## config.mk

```make
export PLATFORM = sky130hd
export DESIGN_NAME = shf_unit
export DESIGN_NICKNAME = d
export VERILOG_FILES = /design/src/rtl/shf_pkg.sv /design/src/rtl/shf_decode.sv /design/src/rtl/shf_amt_sel.sv /design/src/rtl/shf_barrel.sv /design/src/rtl/shf_unit.sv
export SDC_FILE = /design/constraint.sdc
export NUM_CORES = 1
export LEC_CHECK = 0
export ABC_AREA = 1
export ABC_CLOCK_PERIOD_IN_PS = 2100
export BUFFER_PORTS_ARGS = -buffer_cell sky130_fd_sc_hd__buf_2
export CORE_AREA = 2 2 100 102
export DETAILED_ROUTE_END_ITERATION = 10
export DIE_AREA = 0 0 102 104
export PLACE_DENSITY = 0.66
export REMOVE_ABC_BUFFERS = 1
export SLEW_MARGIN = 20
export SYNTH_ARGS = -nofsm -noshare
export SYNTH_HDL_FRONTEND = slang
export SYNTH_HIERARCHICAL = 1
export SYNTH_SLANG_ARGS = --single-unit
```

## constraint.sdc

```tcl
create_clock -name vclk -period 2.1
set_input_delay 0.42 -clock vclk [all_inputs]
set_output_delay 0.42 -clock vclk [all_outputs]
set_load 0.03 [all_outputs]
```

## src/rtl/shf_pkg.sv

```systemverilog
package shf_pkg;

    localparam int DATA_W = 32;
    localparam int AMT_W  = $clog2(DATA_W);
    localparam int OP_W   = 3;

    // op code bit roles
    localparam int OPB_ARITH = 0;
    localparam int OPB_RIGHT = 1;
    localparam int OPB_VAR   = 2;

    localparam logic [OP_W-1:0] OP_SLL  = 3'b000;
    localparam logic [OP_W-1:0] OP_SRL  = 3'b010;
    localparam logic [OP_W-1:0] OP_SRA  = 3'b011;
    localparam logic [OP_W-1:0] OP_SLLV = 3'b100;
    localparam logic [OP_W-1:0] OP_SRLV = 3'b110;
    localparam logic [OP_W-1:0] OP_SRAV = 3'b111;

    typedef struct packed {
        logic var_src;   // amount from register operand
        logic right;     // shift toward bit 0
        logic arith;     // replicate sign into vacated bits
    } shf_ctrl_t;

endpackage

```

## src/rtl/shf_decode.sv

```systemverilog
module shf_decode
    import shf_pkg::*;
(
    input  logic [OP_W-1:0] op_i,
    output shf_ctrl_t       ctrl_o
);

    shf_ctrl_t ctrl_d;

    always_comb begin
        ctrl_d         = '0;
        ctrl_d.var_src = op_i[OPB_VAR];
        ctrl_d.right   = op_i[OPB_RIGHT];
        // sign fill only has meaning for right shifts
        ctrl_d.arith   = op_i[OPB_RIGHT] & op_i[OPB_ARITH];
    end

    assign ctrl_o = ctrl_d;

    always_comb begin
        p_arith_needs_right_r9: assert (!(ctrl_o.arith && !op_i[OPB_RIGHT]))
            else $error("sign fill selected for a left shift");
    end

endmodule

```

## src/rtl/shf_amt_sel.sv

```systemverilog
module shf_amt_sel #(
    parameter int DATA_W = 32,
    parameter int AMT_W  = $clog2(DATA_W)
) (
    input  logic              var_src_i,
    input  logic [AMT_W-1:0]  imm_amt_i,
    input  logic [DATA_W-1:0] reg_amt_i,
    output logic [AMT_W-1:0]  amt_o
);

    logic [AMT_W-1:0] amt_d;
    logic             unused_reg_hi;

    // only the low bits of the register operand count
    assign unused_reg_hi = ^reg_amt_i[DATA_W-1:AMT_W];

    always_comb begin
        amt_d = imm_amt_i;
        if (var_src_i) begin
            amt_d = reg_amt_i[AMT_W-1:0];
        end
    end

    assign amt_o = amt_d;

    always_comb begin
        p_imm_source_r5: assert (var_src_i || amt_o == imm_amt_i)
            else $error("immediate form took a register amount");
        p_reg_low_bits_r4: assert (!var_src_i || amt_o == reg_amt_i[AMT_W-1:0])
            else $error("variable form took a wrong amount");
    end

endmodule

```

## src/rtl/shf_barrel.sv

```systemverilog
module shf_barrel #(
    parameter int DATA_W = 32,
    parameter int AMT_W  = $clog2(DATA_W)
) (
    input  logic [DATA_W-1:0] din_i,
    input  logic [AMT_W-1:0]  amt_i,
    input  logic              fill_i,
    output logic [DATA_W-1:0] dout_o
);

    // right-shifting log stages; stage k moves by 2**k when amt_i[k] is set
    logic [DATA_W-1:0] stage_d [AMT_W+1];

    assign stage_d[0] = din_i;

    genvar k;
    generate
        for (k = 0; k < AMT_W; k++) begin : g_stage
            localparam int SH = 1 << k;
            assign stage_d[k+1] = amt_i[k]
                ? {{SH{fill_i}}, stage_d[k][DATA_W-1:SH]}
                : stage_d[k];
        end
    endgenerate

    assign dout_o = stage_d[AMT_W];

endmodule

```

## src/rtl/shf_unit.sv

```systemverilog
module shf_unit
    import shf_pkg::*;
(
    input  logic [OP_W-1:0]   op_i,
    input  logic [DATA_W-1:0] data_i,
    input  logic [AMT_W-1:0]  imm_amt_i,
    input  logic [DATA_W-1:0] reg_amt_i,
    output logic [DATA_W-1:0] result_o
);

    shf_ctrl_t         ctrl;
    logic [AMT_W-1:0]  amt;
    logic [DATA_W-1:0] pre_d;
    logic [DATA_W-1:0] core_q;
    logic [DATA_W-1:0] res_d;
    logic              fill_d;

    shf_decode u_decode (
        .op_i   (op_i),
        .ctrl_o (ctrl)
    );

    shf_amt_sel #(
        .DATA_W (DATA_W),
        .AMT_W  (AMT_W)
    ) u_amt (
        .var_src_i (ctrl.var_src),
        .imm_amt_i (imm_amt_i),
        .reg_amt_i (reg_amt_i),
        .amt_o     (amt)
    );

    // left shifts reuse the right shifter on a bit-reversed word
    always_comb begin
        for (int i = 0; i < DATA_W; i++) begin
            pre_d[i] = ctrl.right ? data_i[i] : data_i[DATA_W-1-i];
        end
        fill_d = ctrl.arith & data_i[DATA_W-1];
    end

    shf_barrel #(
        .DATA_W (DATA_W),
        .AMT_W  (AMT_W)
    ) u_barrel (
        .din_i  (pre_d),
        .amt_i  (amt),
        .fill_i (fill_d),
        .dout_o (core_q)
    );

    always_comb begin
        for (int i = 0; i < DATA_W; i++) begin
            res_d[i] = ctrl.right ? core_q[i] : core_q[DATA_W-1-i];
        end
    end

    assign result_o = res_d;

    always_comb begin
        p_zero_amt_pass_r6: assert (amt != '0 || result_o == data_i)
            else $error("zero amount altered operand");
        p_sign_kept_r3: assert (!(ctrl.arith && data_i[DATA_W-1]) || result_o[DATA_W-1])
            else $error("arithmetic shift lost sign");
        p_left_zero_fill_r1: assert (ctrl.right || amt == '0 || !result_o[0])
            else $error("left shift filled low bit with one");
        p_right_zero_fill_r2: assert (!ctrl.right || ctrl.arith || amt == '0 || !result_o[DATA_W-1])
            else $error("logical right shift filled high bit with one");
    end

endmodule

```

==> metrics.yaml, run 1 <==
power_frac_seq: 0
nFlopsAndLatches: 0
min_period_over_period: 1.17
leakage_nw: 2.69
synth_top_area_cell: "nand2_1"
grt.overflow.total: 0
slew_headroom: 0.806
dp_hpwl_um: 7760
startpoint_type: "primary input"
dieArea_um2: 10600
gp_congestion: 1.00
swShare: 0.605
grt_max_degree: 35
ios: 104
drc: 0
clock.fmax_ghz: 0.407
layout-drive-gt1-share: 0.442
dp_cells: 817
outcome: "finished with violations"
power.density_nw_per_um2: 400
dieWidth_um: 102
postRouteAntennaNets: 0
drv_cap: 0
dr.pass1.iters: 7
finalSetupViolCount: 32
grt_pass1_wl_um: 18800
tightest_slew_ps: 290
power.switching_mw: 1.20
vias_per_cell: 5.62
clock_buffer_count: 0
syn_area_per_cell_um2: 4.61
yosysMostFrequentCell: "nand2_1"
required_ps: 1680
port_buffers: 77
vias: 4748
setup.worst_path.end_class: "primary output"
p_total_mw: 1.98
min_period_ps: 2450
ff_latch_area_um2: 0
hold_violations: 0
hold_class: "in -> out"
yosysWarnings: 6
setup_tns_ps: -8890
critPathMaxFanout: 5
ctsHoldBuffers: 0
nets: 786
die-height_um: 104
grt_pass1_vias: 4040
synth_cells: 624
yosysSeqAreaShare: 0
maxSlewViolCount: 0
p_int_uw: 783
drt_iter0_drc: 716
yosysTopAreaCellShare: 0.478
n_antenna_cell: 0
ys_types: 15
synth_common_cells: "nand2_1 (367), nand3_1 (168), buf_2 (21), nand3_2 (21)"
rows: 36
wl_um: 13600
grt_usage: 0.209
pwr-share-comb: 1.000
start_util: 0.301
wl_per_cell_um: 16.1
instances_no_fill: 845
core_region_area_um2: 9550
rsz0062_at_grt: "yes"
syn_area_um2: 2880
critPathArrivalTime_ps: 2030
crit_type: "in -> out"
ir_worst_vdd_mv: 0.210
dp_slack_ps: -512
violations: "setup timing"
antenna_found_initial: 0
synthToLayoutAreaGrowth_pct: 72.1
setup_ws_ps: -354
clkPwrFrac: 0
ys_top_cells_by_area: "nand2_1 (48%), nand3_1 (29%), nand3_2 (7.3%)"
-- cell type report --
type,instances,area [um^2]
fill,928,4590
inverter,12,98.8
multi-input combinational,566,3220
tap,133,166
timing repair buffer,133,1460
timing repair inverter,1,16.3
-- critical path, stage by stage --
cell and delay (ps):
buf_12 110, inv_8 50, nand2_4 50, nand2_4 90, buf_12 170, clkbuf_16 160
nand2_1 100, nand3_2 100, nand3_2 130, nand3_2 130, nand3_1 120, nand2_2 110
nand2_1 60, nand2_1 90, buf_6 130
-- metal layers --
| metal | up-vias | share of wire | track usage |
|---|---|---|---|
| li1 | 2201 | - | - |
| met1 | 2135 | 0.36 | 0.270 |
| met2 | 332 | 0.48 | 0.357 |
| met3 | 80 | 0.10 | 0.0242 |
| met4 | 0 | 0.055 | 0.0667 |
| met5 | - | 0 | 0 |
-- stage by stage --
step / util / cell area, um^2 / hold slack [ps]
2_1_floorplan: - / 2550 / 1060
3_3_place_gp: 0.362 / 3460 / 1540
3_5_place_dp: 0.362 / 3460 / 1560
4_1_cts: 0.431 / 4120 / 1370
5_1_grt: 0.519 / 4950 / 1480
6_report: 0.519 / 4950 / 1450
-- path summary, 6_finish.rpt --
kind	startpoint	to	slack, ps	cells after the start
worst max-delay path	op_i[2]	result_o[3]	-350	15
worst min-delay path	op_i[1]	result_o[15]	1450	6
-- power groups by stage --
stage,combinational (mW),sequential [mW],clock [mW]
after floorplan,0.908,0,0
after CTS,1.64,0,0
after detailed placement,1.35,0,0
after global routing,2.11,0,0
final,1.98,0,0
after global placement,1.34,0,0
-- logic make-up after synthesis --
kind of cell	synth area share
buffers and inverters	0.131
AND/OR/NAND/NOR	0.869
-- what timing repair did --
action,4_1_cts,5_1_grt
setup buffers,1,14
resized for setup,144,128
hold endpoints to repair,0,0
gates cloned,4,9
pin swaps,10,63
endpoints found under the setup margin,32,32
-- placed cells by master (no fill, tap or decap) --
cell type,netlist,final
buf_6,4,38
nand3_2,21,81
inv_1,8,6
clkinv_8,0,1
inv_2,3,2
nand3_4,0,16
clkinv_16,0,1
inv_12,0,1
buf_2,21,43
buf_12,1,14
nand3_1,168,92
nand2_2,8,67
clkbuf_16,0,8
nand2_4,2,11
inv_8,0,2
buf_8,0,1
buf_4,6,24
nand2_1,367,299
buf_16,0,5
(Power assumes the default switching activity.)
==> run 2, diff against run 1 <==
ABC_CLOCK_PERIOD_IN_PS = 2280   (was 2100)
BUFFER_PORTS_ARGS = not set   (was -buffer_cell sky130_fd_sc_hd__buf_2)
DONT_BUFFER_PORTS = 1   (was not set)
GPL_TIMING_DRIVEN = 1   (was not set)
PLACE_DENSITY = 0.55   (was 0.66)
clock period = 2.28 ns   (was 2.1 ns; I/O delays follow)
==> metrics.yaml, run 2 (synthesized netlist as in run 1, its figures left out) <==
grt.overflow.total: 0
min_from: "op_i[1]"
finalSetupViolCount: 32
min_period_over_period: 1.06
drv_cap: 0
antenna_found_initial: 0
critical_path_cell_count: 14
vias: 4328
setup_ws_ps: -143
nFlopsAndLatches: 0
dp_slack_ps: -171
ff_latch_area_um2: 0
ir_worst_vdd_mv: 0.184
tightest_slew_ps: 341
min_period_ps: 2420
final_common_cell: "nand2_1"
ios: 104
dieWidth_um: 102
dp_hpwl_um: 7450
nets: 724
rows: 36
fin_util: 0.455
leakage_nw: 2.33
hold_violations: 0
clock.fmax_ghz: 0.413
setup.worst_path.end_class: "primary output"
wl_um: 12200
final_cell_mix: "nand2_1 (307), nand3_1 (103), nand3_2 (82), nand2_2 (61), buf_6 (28)"
cpPeakStageDelay_ps: 190
grt_pass1_vias: 3665
die-height_um: 104
dr.pass1.iters: 6
layout-drive-gt1-share: 0.357
crit_family: "simple AND/OR/NAND/NOR gates"
critPathMaxFanout: 7
synthToLayoutAreaGrowth_pct: 51.0
start_util: 0.301
crit_buf_inv: 4
violations: "setup timing"
vias_per_cell: 5.53
grt_max_degree: 67
critPathArrivalTime_ps: 1970
slowest_stage: "buf_12"
port_buffers: 0
power.density_nw_per_um2: 376
slew_headroom: 0.772
clock_buffer_count: 0
startpoint_type: "primary input"
maxSlewViolCount: 0
wl_per_cell_um: 15.6
drc: 0
multi_input_area_um2: 3070
hold_end: "result_o[31]"
n_antenna_cell: 0
crit_type: "in -> out"
fillers: 1011
required_ps: 1820
postRouteAntennaNets: 0
crit_path_cell_trace: "clkinv_16 -> nand2_8 -> nand2_8 -> buf_12 -> buf_12 -> nand2_1 -> nand3_2 -> nand3_1 -> nand3_1 -> nand3_1 -> nand2_2 -> nand2_1 -> nand2_1 -> buf_6"
rsz0062_at_grt: "yes"
hold_depth: 3
drt_iter0_drc: 466
hold_class: "in -> out"
gp_congestion: 0.909
outcome: "finished with violations"
grt_pass1_wl_um: 16900
ctsHoldBuffers: 0
dieArea_um2: 10600
grt_usage: 0.185
core_region_area_um2: 9550
## run 2: timing repair
action / 4_1_cts / 5_1_grt
setup endpoints to repair: 32 / 32
endpoints found under the hold margin: 0 / 0
pin swaps: 3 / 51
cloned: 1 / 12
setup buffers: 0 / 4
resized for setup: 38 / 152
## run 2: final cells by class
class                      instances  area share
multi-input combinational        566       0.706
timing repair inverter             4      0.0170
tap                              133      0.0383
timing repair buffer              68       0.215
inverter                          12      0.0242
## run 2: how the worst max path moves through the flow
stage,startpoint,endpoint
finish,op_i[2],result_o[18]
global placement,op_i[2],result_o[28]
global route,reg_amt_i[0],result_o[31]
CTS,op_i[2],result_o[6]
detailed placement,op_i[2],result_o[6]
floorplan,op_i[2],result_o[4]
## run 2: metal layers
metal  vias up  share of wire  global-route usage
met5         -              0                   0
met4         0          0.021              0.0314
met3        35          0.095              0.0175
met2       249           0.50               0.319
met1      1979           0.39               0.251
li1       2065              -                   -
## run 2: through the flow
step | instances | setup TNS, ps | power [mW] | hold WS, ps | cell area [um^2]
after floorplan | 578 | -22500 | 0.836 | 1130 | 2550
after CTS | 767 | -612 | 1.32 | 1160 | 3430
after global routing | 783 | -5460 | 1.75 | 1160 | 4350
after global placement | 766 | -3440 | 1.23 | 1160 | 3260
after detailed placement | 766 | -4130 | 1.24 | 1160 | 3260
final | 783 | -2560 | 1.63 | 1140 | 4350
## run 2: worst min-delay path, cell delays in order
cell and delay (ps):
nand2_2 40, nand2_2 50, buf_6 120
## run 2: where the power goes
part / internal [mW] / leakage, nW / switching (mW)
Clock: 0 / 0 / 0
Sequential: 0 / 0 / 0
Combinational: 0.629 / 2.33 / 1.01
Total: 0.629 / 2.33 / 1.01
==> run 3, diff against run 2 <==
CORE_AREA = 4 4 102 104   (was 2 2 100 102)
DIE_AREA = 0 0 106 108   (was 0 0 102 104)
TNS_END_PERCENT = 5   (was not set)
==> metrics.yaml, run 3 (synthesized netlist as in run 1, its figures left out) <==
outcome: "finished with violations"
violations: "setup timing"
grt_max_degree: 67
startpoint_type: "primary input"
core_region_area_um2: 9550
slew_headroom: 0.801
p_int_uw: 613
leakage_nw: 2.28
swShare: 0.612
n_antenna_cell: 0
die-height_um: 108
ir_worst_vdd_mv: 0.153
required_ps: 1820
p_total_mw: 1.58
crit_type: "in -> out"
dieArea_um2: 11400
drc: 0
hold_violations: 0
gp_congestion: 0.926
start_util: 0.301
pwr-share-comb: 1.000
clock.fmax_ghz: 0.423
dp_hpwl_um: 7730
rows: 36
postRouteAntennaNets: 0
ff_latch_area_um2: 0
rsz0062_at_grt: "yes"
final_cell_mix: "nand2_1 (311), nand3_1 (114), nand3_2 (63), nand2_2 (54), buf_6 (30)"
critPathMaxFanout: 6
holdWs_ps: 1150
critPathArrivalTime_ps: 1910
setup.worst_path.end_class: "primary output"
drv_cap: 0
antenna_found_initial: 0
hold_class: "in -> out"
clock_buffer_count: 0
ctsHoldBuffers: 0
grt.overflow.total: 0
ios: 104
dieWidth_um: 106
hold_end: "result_o[16]"
dr.pass1.iters: 5
maxSlewViolCount: 0
synthToLayoutAreaGrowth_pct: 46.3
drt_iter0_drc: 488
nFlopsAndLatches: 0
wl_per_cell_um: 14.5
hold_depth: 3
tightest_slew_ps: 298
min_period_ps: 2360
vias: 4151
final_common_cell: "nand2_1"
clkPwrFrac: 0
vias_per_cell: 5.34
power.switching_uw: 967
wl_um: 11300
grt_pass1_wl_um: 16400
min_from: "op_i[1]"
port_buffers: 0
finalSetupViolCount: 32
grt_usage: 0.167
nets: 718
layout-drive-gt1-share: 0.328
power_frac_seq: 0
setup_ws_ps: -82.6
use_met3: 0.0263
min_period_over_period: 1.04
grt-busiest-layer: "met2"
use_met2: 0.306
grt.met1_usage: 0.213
power.density_nw_per_um2: 375
grt_pass1_vias: 3452
-- run 3: metal layers --
metal  part of all wire  vias up
met2               0.49      192
met4              0.024        0
met1               0.40     1883
li1                   -     2047
met3              0.086       29
met5                  0        -
-- run 3: final cells by class --
class                           instances  area [um^2]
Fill cell                            1041         5340
Multi-Input combinational cell        566         3050
Timing Repair Buffer                   66          893
Inverter                               12          100
Tap cell                              133          166
-- run 3: repair_timing --
item,in CTS,in global routing
gates cloned,3,5
endpoints found under the setup margin,32,32
resized for setup,59,118
pin swaps,22,32
setup buffers,2,0
-- run 3: worst max-delay path: stages --
cell	delay [ps]
clkinv_16	30
nand2_4	40
nand2_4	50
buf_12	160
clkinv_16	90
buf_12	140
nand2_1	130
nand3_2	120
nand3_2	110
nand3_1	80
nand3_1	120
nand2_1	90
nand2_1	80
nand2_2	60
buf_6	130
-- run 3: worst max path at each step --
stage / from / endpoint / slack (ps) / cells past startpoint
finish: op_i[2] / result_o[11] / -80 / 15
global route: op_i[2] / result_o[4] / -190 / 15
CTS: op_i[2] / result_o[25] / -20 / 17
detailed placement: op_i[2] / result_o[25] / -110 / 14
global placement: op_i[2] / result_o[28] / -130 / 12
floorplan: op_i[2] / result_o[4] / -750 / 13
-- run 3: stage by stage --
step           TNS [ps]  instance area [um^2]  cells   util  setup WS [ps]
2_1_floorplan    -22500                  2550    578      -           -747
3_3_place_gp      -3140                  3280    768  0.344           -133
3_5_place_dp      -2770                  3280    768  0.344           -115
4_1_cts            -216                  3600    772  0.377          -21.6
5_1_grt           -4510                  4210    777  0.441           -186
6_report          -1330                  4210    777  0.441          -82.6
-- run 3: power groups by stage --
stage                     combinational [mW]  clock [mW]  sequential [mW]
after CTS                               1.37           0                0
after global placement                  1.24           0                0
after global routing                    1.71           0                0
final                                   1.58           0                0
after floorplan                        0.836           0                0
after detailed placement                1.25           0                0
